[config.mk]
export PLATFORM = sky130hd
export DESIGN_NAME = stack_ptr_unit
export DESIGN_NICKNAME = d
export VERILOG_FILES = /design/src/rtl/spu_pkg.sv /design/src/rtl/spu_ctrl.sv /design/src/rtl/spu_datapath.sv /design/src/rtl/spu_status.sv /design/src/rtl/stack_ptr_unit.sv
export SDC_FILE = /design/constraint.sdc
export NUM_CORES = 1
export LEC_CHECK = 0
export BUFFER_PORTS_ARGS = -buffer_cell sky130_fd_sc_hd__buf_4
export CAP_MARGIN = 20
export CORE_AREA = 10 10 75 77
export CTS_CLUSTER_DIAMETER = 120
export DETAILED_ROUTE_END_ITERATION = 8
export DIE_AREA = 0 0 85 87
export PLACE_DENSITY = 0.81
export RECOVER_POWER = 100
export SLEW_MARGIN = 20
export SYNTH_ARGS = -nofsm -noshare
export SYNTH_HDL_FRONTEND = slang
export SYNTH_SLANG_ARGS = --single-unit
[constraint.sdc]
create_clock -name clk -period 4.9 [get_ports clk]
set_input_delay 0.245 -clock clk [delete_from_list [all_inputs] [get_ports clk]]
set_output_delay 0.245 -clock clk [all_outputs]
set_load 0.03 [all_outputs]
[src/rtl/spu_pkg.sv]
package spu_pkg;
  typedef enum logic [2:0] {
    SRC_HOLD,
    SRC_FULL,
    SRC_LOWZERO,
    SRC_DEC,
    SRC_INC
  } spSrc_t;

  typedef struct packed {
    spSrc_t src;
    logic   pinPage;
    logic   readNarrow;
  } spCtrl_t;
endpackage

[src/rtl/spu_ctrl.sv]
module spu_ctrl
  import spu_pkg::*;
(
  input  logic    clk,
  input  logic    rstN,
  input  logic    emuMode,
  input  logic    xFlag,
  input  logic    pushReq,
  input  logic    pullReq,
  input  logic    accToS,
  input  logic    sToAcc,
  input  logic    idxToS,
  input  logic    sToIdx,
  output spCtrl_t ctrl
);
  spSrc_t srcSel;

  always_comb begin
    if (accToS)                      srcSel = SRC_FULL;
    else if (idxToS)                 srcSel = (xFlag || emuMode) ? SRC_LOWZERO : SRC_FULL;
    else if (pushReq)                srcSel = SRC_DEC;
    else if (pullReq)                srcSel = SRC_INC;
    else                             srcSel = SRC_HOLD;
  end

  assign ctrl.src        = srcSel;
  assign ctrl.pinPage    = emuMode;
  assign ctrl.readNarrow = sToIdx && !sToAcc && (xFlag || emuMode);

  // an accumulator load overrides every other stack command
  a_r10_load_wins: assert property (@(posedge clk) disable iff (!rstN)
    accToS |-> (ctrl.src == SRC_FULL));

  // a push never yields to a simultaneous pull
  a_r10_push_over_pull: assert property (@(posedge clk) disable iff (!rstN)
    (pushReq && pullReq && !accToS && !idxToS) |-> (ctrl.src == SRC_DEC));
endmodule

[src/rtl/spu_datapath.sv]
module spu_datapath
  import spu_pkg::*;
#(
  parameter int          ADDR_W    = 16,
  parameter int          BANK_W    = 8,
  parameter logic [7:0]  PAGE_ONE  = 8'h01,
  parameter logic [7:0]  RESET_LOW = 8'hFF
) (
  input  logic                      clk,
  input  logic                      rstN,
  input  spCtrl_t                   ctrl,
  input  logic [ADDR_W-1:0]         dataIn,
  output logic [ADDR_W-1:0]         spOut,
  output logic [BANK_W+ADDR_W-1:0]  stackAddr,
  output logic [ADDR_W-1:0]         xferOut
);
  localparam int LOW_W = ADDR_W / 2;
  localparam int HI_W  = ADDR_W - LOW_W;

  logic [ADDR_W-1:0] spReg;
  logic [ADDR_W-1:0] rawNext;
  logic [ADDR_W-1:0] nextS;

  always_comb begin
    unique case (ctrl.src)
      SRC_FULL:    rawNext = dataIn;
      SRC_LOWZERO: rawNext = {{HI_W{1'b0}}, dataIn[LOW_W-1:0]};
      SRC_DEC:     rawNext = spReg - 1'b1;
      SRC_INC:     rawNext = spReg + 1'b1;
      default:     rawNext = spReg;
    endcase
  end

  assign nextS = ctrl.pinPage ? {HI_W'(PAGE_ONE), rawNext[LOW_W-1:0]} : rawNext;

  always_ff @(posedge clk) begin
    if (!rstN) spReg <= {HI_W'(PAGE_ONE), LOW_W'(RESET_LOW)};
    else       spReg <= nextS;
  end

  assign spOut     = spReg;
  assign stackAddr = {{BANK_W{1'b0}}, (ctrl.src == SRC_INC) ? nextS : spReg};
  assign xferOut   = ctrl.readNarrow ? {{HI_W{1'b0}}, spReg[LOW_W-1:0]} : spReg;

  // emulation keeps the stack in page one
  a_r2_page_one: assert property (@(posedge clk) disable iff (!rstN)
    ctrl.pinPage |=> (spReg[ADDR_W-1:LOW_W] == HI_W'(PAGE_ONE)));

  // native push is a plain 16-bit decrement
  a_r4_native_dec: assert property (@(posedge clk) disable iff (!rstN)
    (ctrl.src == SRC_DEC && !ctrl.pinPage) |=> (spReg == $past(spReg) - 1'b1));

  // emulation pull moves only the low byte
  a_r5_emu_wrap: assert property (@(posedge clk) disable iff (!rstN)
    (ctrl.src == SRC_INC && ctrl.pinPage) |=>
      (spReg[LOW_W-1:0] == $past(spReg[LOW_W-1:0]) + 1'b1));

  // narrow index load lands in zero page in native mode
  a_r6_zero_page: assert property (@(posedge clk) disable iff (!rstN)
    (ctrl.src == SRC_LOWZERO && !ctrl.pinPage) |=> (spReg[ADDR_W-1:LOW_W] == '0));
endmodule

[src/rtl/spu_status.sv]
module spu_status (
  input  logic       emuMode,
  input  logic       mFlag,
  input  logic       xFlag,
  input  logic [5:0] condFlags,
  output logic [7:0] statusByte
);
  logic bit5;
  logic bit4;

  assign bit5 = emuMode ? 1'b1 : mFlag;
  assign bit4 = emuMode ? 1'b1 : xFlag;
  assign statusByte = {condFlags[5:4], bit5, bit4, condFlags[3:0]};
endmodule

[src/rtl/stack_ptr_unit.sv]
module stack_ptr_unit
  import spu_pkg::*;
#(
  parameter int ADDR_W = 16,
  parameter int BANK_W = 8
) (
  input  logic                      clk,
  input  logic                      rstN,
  input  logic                      emuMode,
  input  logic                      mFlag,
  input  logic                      xFlag,
  input  logic                      pushReq,
  input  logic                      pullReq,
  input  logic                      accToS,
  input  logic                      sToAcc,
  input  logic                      idxToS,
  input  logic                      sToIdx,
  input  logic [ADDR_W-1:0]         dataIn,
  input  logic [5:0]                condFlags,
  output logic [ADDR_W-1:0]         spOut,
  output logic [BANK_W+ADDR_W-1:0]  stackAddr,
  output logic [ADDR_W-1:0]         xferOut,
  output logic [7:0]                statusByte
);
  spCtrl_t ctrl;

  spu_ctrl i_ctrl (
    .clk(clk), .rstN(rstN), .emuMode(emuMode), .xFlag(xFlag),
    .pushReq(pushReq), .pullReq(pullReq), .accToS(accToS),
    .sToAcc(sToAcc), .idxToS(idxToS), .sToIdx(sToIdx), .ctrl(ctrl)
  );

  spu_datapath #(.ADDR_W(ADDR_W), .BANK_W(BANK_W)) i_dp (
    .clk(clk), .rstN(rstN), .ctrl(ctrl), .dataIn(dataIn),
    .spOut(spOut), .stackAddr(stackAddr), .xferOut(xferOut)
  );

  spu_status i_stat (
    .emuMode(emuMode), .mFlag(mFlag), .xFlag(xFlag),
    .condFlags(condFlags), .statusByte(statusByte)
  );
endmodule

==> run_results.csv <==
group,metric,value,unit
outcome,status,"finished clean",
cells_and_area,drive_above_1_share,0.123,
global_route,overflow,0,
synth,yosysUniqueCellTypes,59,
synth,synth-edff-count,0,
clocking,h-tree-depth,1,
setup_path,r2r_cells,7,
worst_hold_path,min_to,"i_dp.spOut[3]",
place,port_buffers,76,
worst_hold_path,holdCritPathClass,"in2reg",
clocking,clk-insertion-delay-late,270,ps
setup_path,critPathKind,"in2out",
drt,drc,0,
cells_and_area,n_antenna_cell,0,
synth,yosys-top-cells-count,"nand2_1 (42), buf_4 (24), o21ai_0 (21), a21oi_1 (20), nor2_1 (19)",
pwr,netSwitchingFraction,0.456,
floorplan,fp.dieH,87,µm
sta,drv_slew,0,
sta,max-slew-margin-rel,0.137,
sta,hold_viol,0,
synth,synth_top_area_frac,0.156,
clocking,cts_tree,"built",
global_route,antenna_found_initial,0,
drt,drtAntennaViolNets,0,
drt,wl_per_cell,17.3,µm
synth,synth_flop_cell,"dfxtp_1",
sta,rsz0062_at_grt,"false",
sta,finClkSkew,3.56,ps
synth,ys_top_cells_by_area,"dfxtp_1 (16%), ha_1 (9.2%), buf_4 (8.8%)",
worst_hold_path,hold_path_depth,3,
clocking,hold_buffers,0,
drt,first_pass_iters,4,
global_route,grt_first_pass_wirelength,10800,µm
clocking,post_cts_buffers,0,
sta,fin_crit,4170,ps
worst_hold_path,hold_start,"dataIn[3]",
floorplan,start_util,0.483,
synth,netlist_area,0.00205,mm²
setup_path,cp.arrival,3920,ps
drt,drt-total-wl,6650,µm
cells_and_area,area_growth,14.2,%
synth,synth.largest_area_cell,"dfxtp_1",
global_route,grt_max_degree,28,
setup_path,reg2reg_to,"i_dp.spOut[12]",
cells_and_area,largest_register_ffs,16,
clocking,cts_buffer_depth,2,
setup_path,timing.rr.start,"i_dp.spOut[0]",
pwr,power,0.563,mW
synth,yosysSeqAreaShare,0.156,
drt,avgViaCountPerCell,5.73,
clocking,root_buffer,"clkbuf_8",
pwr,cellPowerDensity,241,mW/mm²
place,gp_congestion,0.866,
clocking,numCtsBuffers,3,
pwr,p_sw,0.257,mW
setup_path,cp-start-kind,"primary input",
sta,finalCritPeriodShare,0.850,
pwr,irDropWorstVdd,0.141,mV
sta,worst_slew_pin_slew,1300,ps
synth,yosysMostFrequentCell,"nand2_1",
sta,layout_setup_ws,735,ps
floorplan,fp.dieArea,0.00740,mm²
synth,synth-seq-cells,16,
pwr,seq_power_share,0.271,
cells_and_area,final_core_util,0.552,
synth,synth.avg_cell_area,7.31,µm²
floorplan,core_area,0.00423,mm²
pwr,p_comb_frac,0.496,
drt,drtIter0Drc,170,
place,post-place-ws,1100,ps
place,dp.final_hpwl,5130,µm
synth,async_reset_ff_frac,0,
floorplan,die_w,85,µm
setup_path,worstSetupStartpoint,"idxToS",
setup_path,cp.required,4660,ps
cells_and_area,fin_area,0.00234,mm²
floorplan,io_pins,97,
clocking,clkSinkCount,16,
drt,vias,2199,
synth,synthCells,280,
global_route,grt_use_total,0.172,
cells_and_area,finish.net_count,382,
pwr,intPower,0.307,mW
synth,yosys_warnings,0,
clocking,cts.clk_slew.worst_paths,70,ps
sta,setup_violations,0,
global_route,first_global_vias,2186,
flow_run,drv_cap,0,
setup_path,regToRegSetupSlack,2440,ps
cells_and_area,fill_cells,473,
sta,setup_tns,0,ps
clocking,cts_resized,0,
pwr,clockPowerShare,0.233,
setup_path,end_kind,"output pin",
setup_path,cp_max_fo,27,
pwr,leakagePower,0.985,nW
floorplan,rows,24,
place,post_dp_cell_area,0.00249,mm²
sta,max_clock_freq,240,MHz
## layout make-up
cell class / instances / area [µm²] / share of cell area
Clock buffer: 4 / 55.1 / 0.0235
Inverter: 3 / 11.3 / 0.00482
Multi-Input combinational cell: 232 / 1500 / 0.640
Sequential cell: 16 / 320 / 0.137
Tap cell: 52 / 65.1 / 0.0278
Timing Repair Buffer: 77 / 390 / 0.167
## per-layer routing
layer | vias to the layer above | share of wire | global-route usage
li1 | 1088 | - | -
met1 | 1019 | 0.44 | 0.210
met2 | 83 | 0.47 | 0.294
met3 | 9 | 0.069 | 0.0449
met4 | 0 | 0.011 | 0.0434
met5 | - | 0 | 0
## layout by cell type, fill, tap and decap left out, types with 9 or more instances in the layout
| cell type | instances |
|---|---|
| clkbuf_1 | 50 |
| nand2_1 | 42 |
| buf_4 | 27 |
| o21ai_0 | 21 |
| a21oi_1 | 20 |
| nor2_1 | 19 |
| dfxtp_1 | 16 |
| ha_1 | 15 |
| nor2b_1 | 11 |
| xnor2_1 | 9 |
## metrics by stage
stage | hold slack (ps) | cells
2_1_floorplan | 366 | 287
4_1_cts | 197 | 384
6_report | 191 | 384
3_3_place_gp | 459 | 380
5_1_grt | 204 | 384
3_5_place_dp | 473 | 380
## how the worst max path moves through the flow
stage               cells past startpoint            end
detailed placement                     12  stackAddr[14]
global route                           12  stackAddr[14]
CTS                                    12  stackAddr[14]
floorplan                              13  stackAddr[14]
global placement                       12  stackAddr[14]
finish                                 12  stackAddr[14]
## cell families (layout without fill, tap and decap cells)
| logic type | after synthesis | in the layout | synth area share |
|---|---|---|---|
| other cells | 1 | 8 | 0.00183 |
| simple gates | 110 | 110 | 0.269 |
| compound gates | 85 | 85 | 0.296 |
| fa+ha+maj | 16 | 16 | 0.101 |
| buf+inv | 39 | 84 | 0.118 |
| xor+xnor | 10 | 10 | 0.0428 |
| flops | 16 | 16 | 0.156 |
| mux | 3 | 3 | 0.0147 |
## power groups by stage
stage	Sequential, mW	Clock (mW)	Combinational, mW
6_report	0.153	0.131	0.279
5_1_grt	0.155	0.138	0.305
4_1_cts	0.153	0.131	0.306
3_5_place_dp	0.156	0	0.305
3_3_place_gp	0.155	0	0.301
2_1_floorplan	0.169	0	0.217
## worst max-delay path, stage by stage
cell and delay [ps]:
clkbuf_1 110, or2_0 840, nor3b_4 130, inv_2 400, buf_4 310, ha_1 350
a21o_1 230, a21o_1 210, a221oi_4 320, xor2_1 100, o41ai_1 290, clkbuf_1 370
Note: power is estimated with default switching activity, not from simulation.
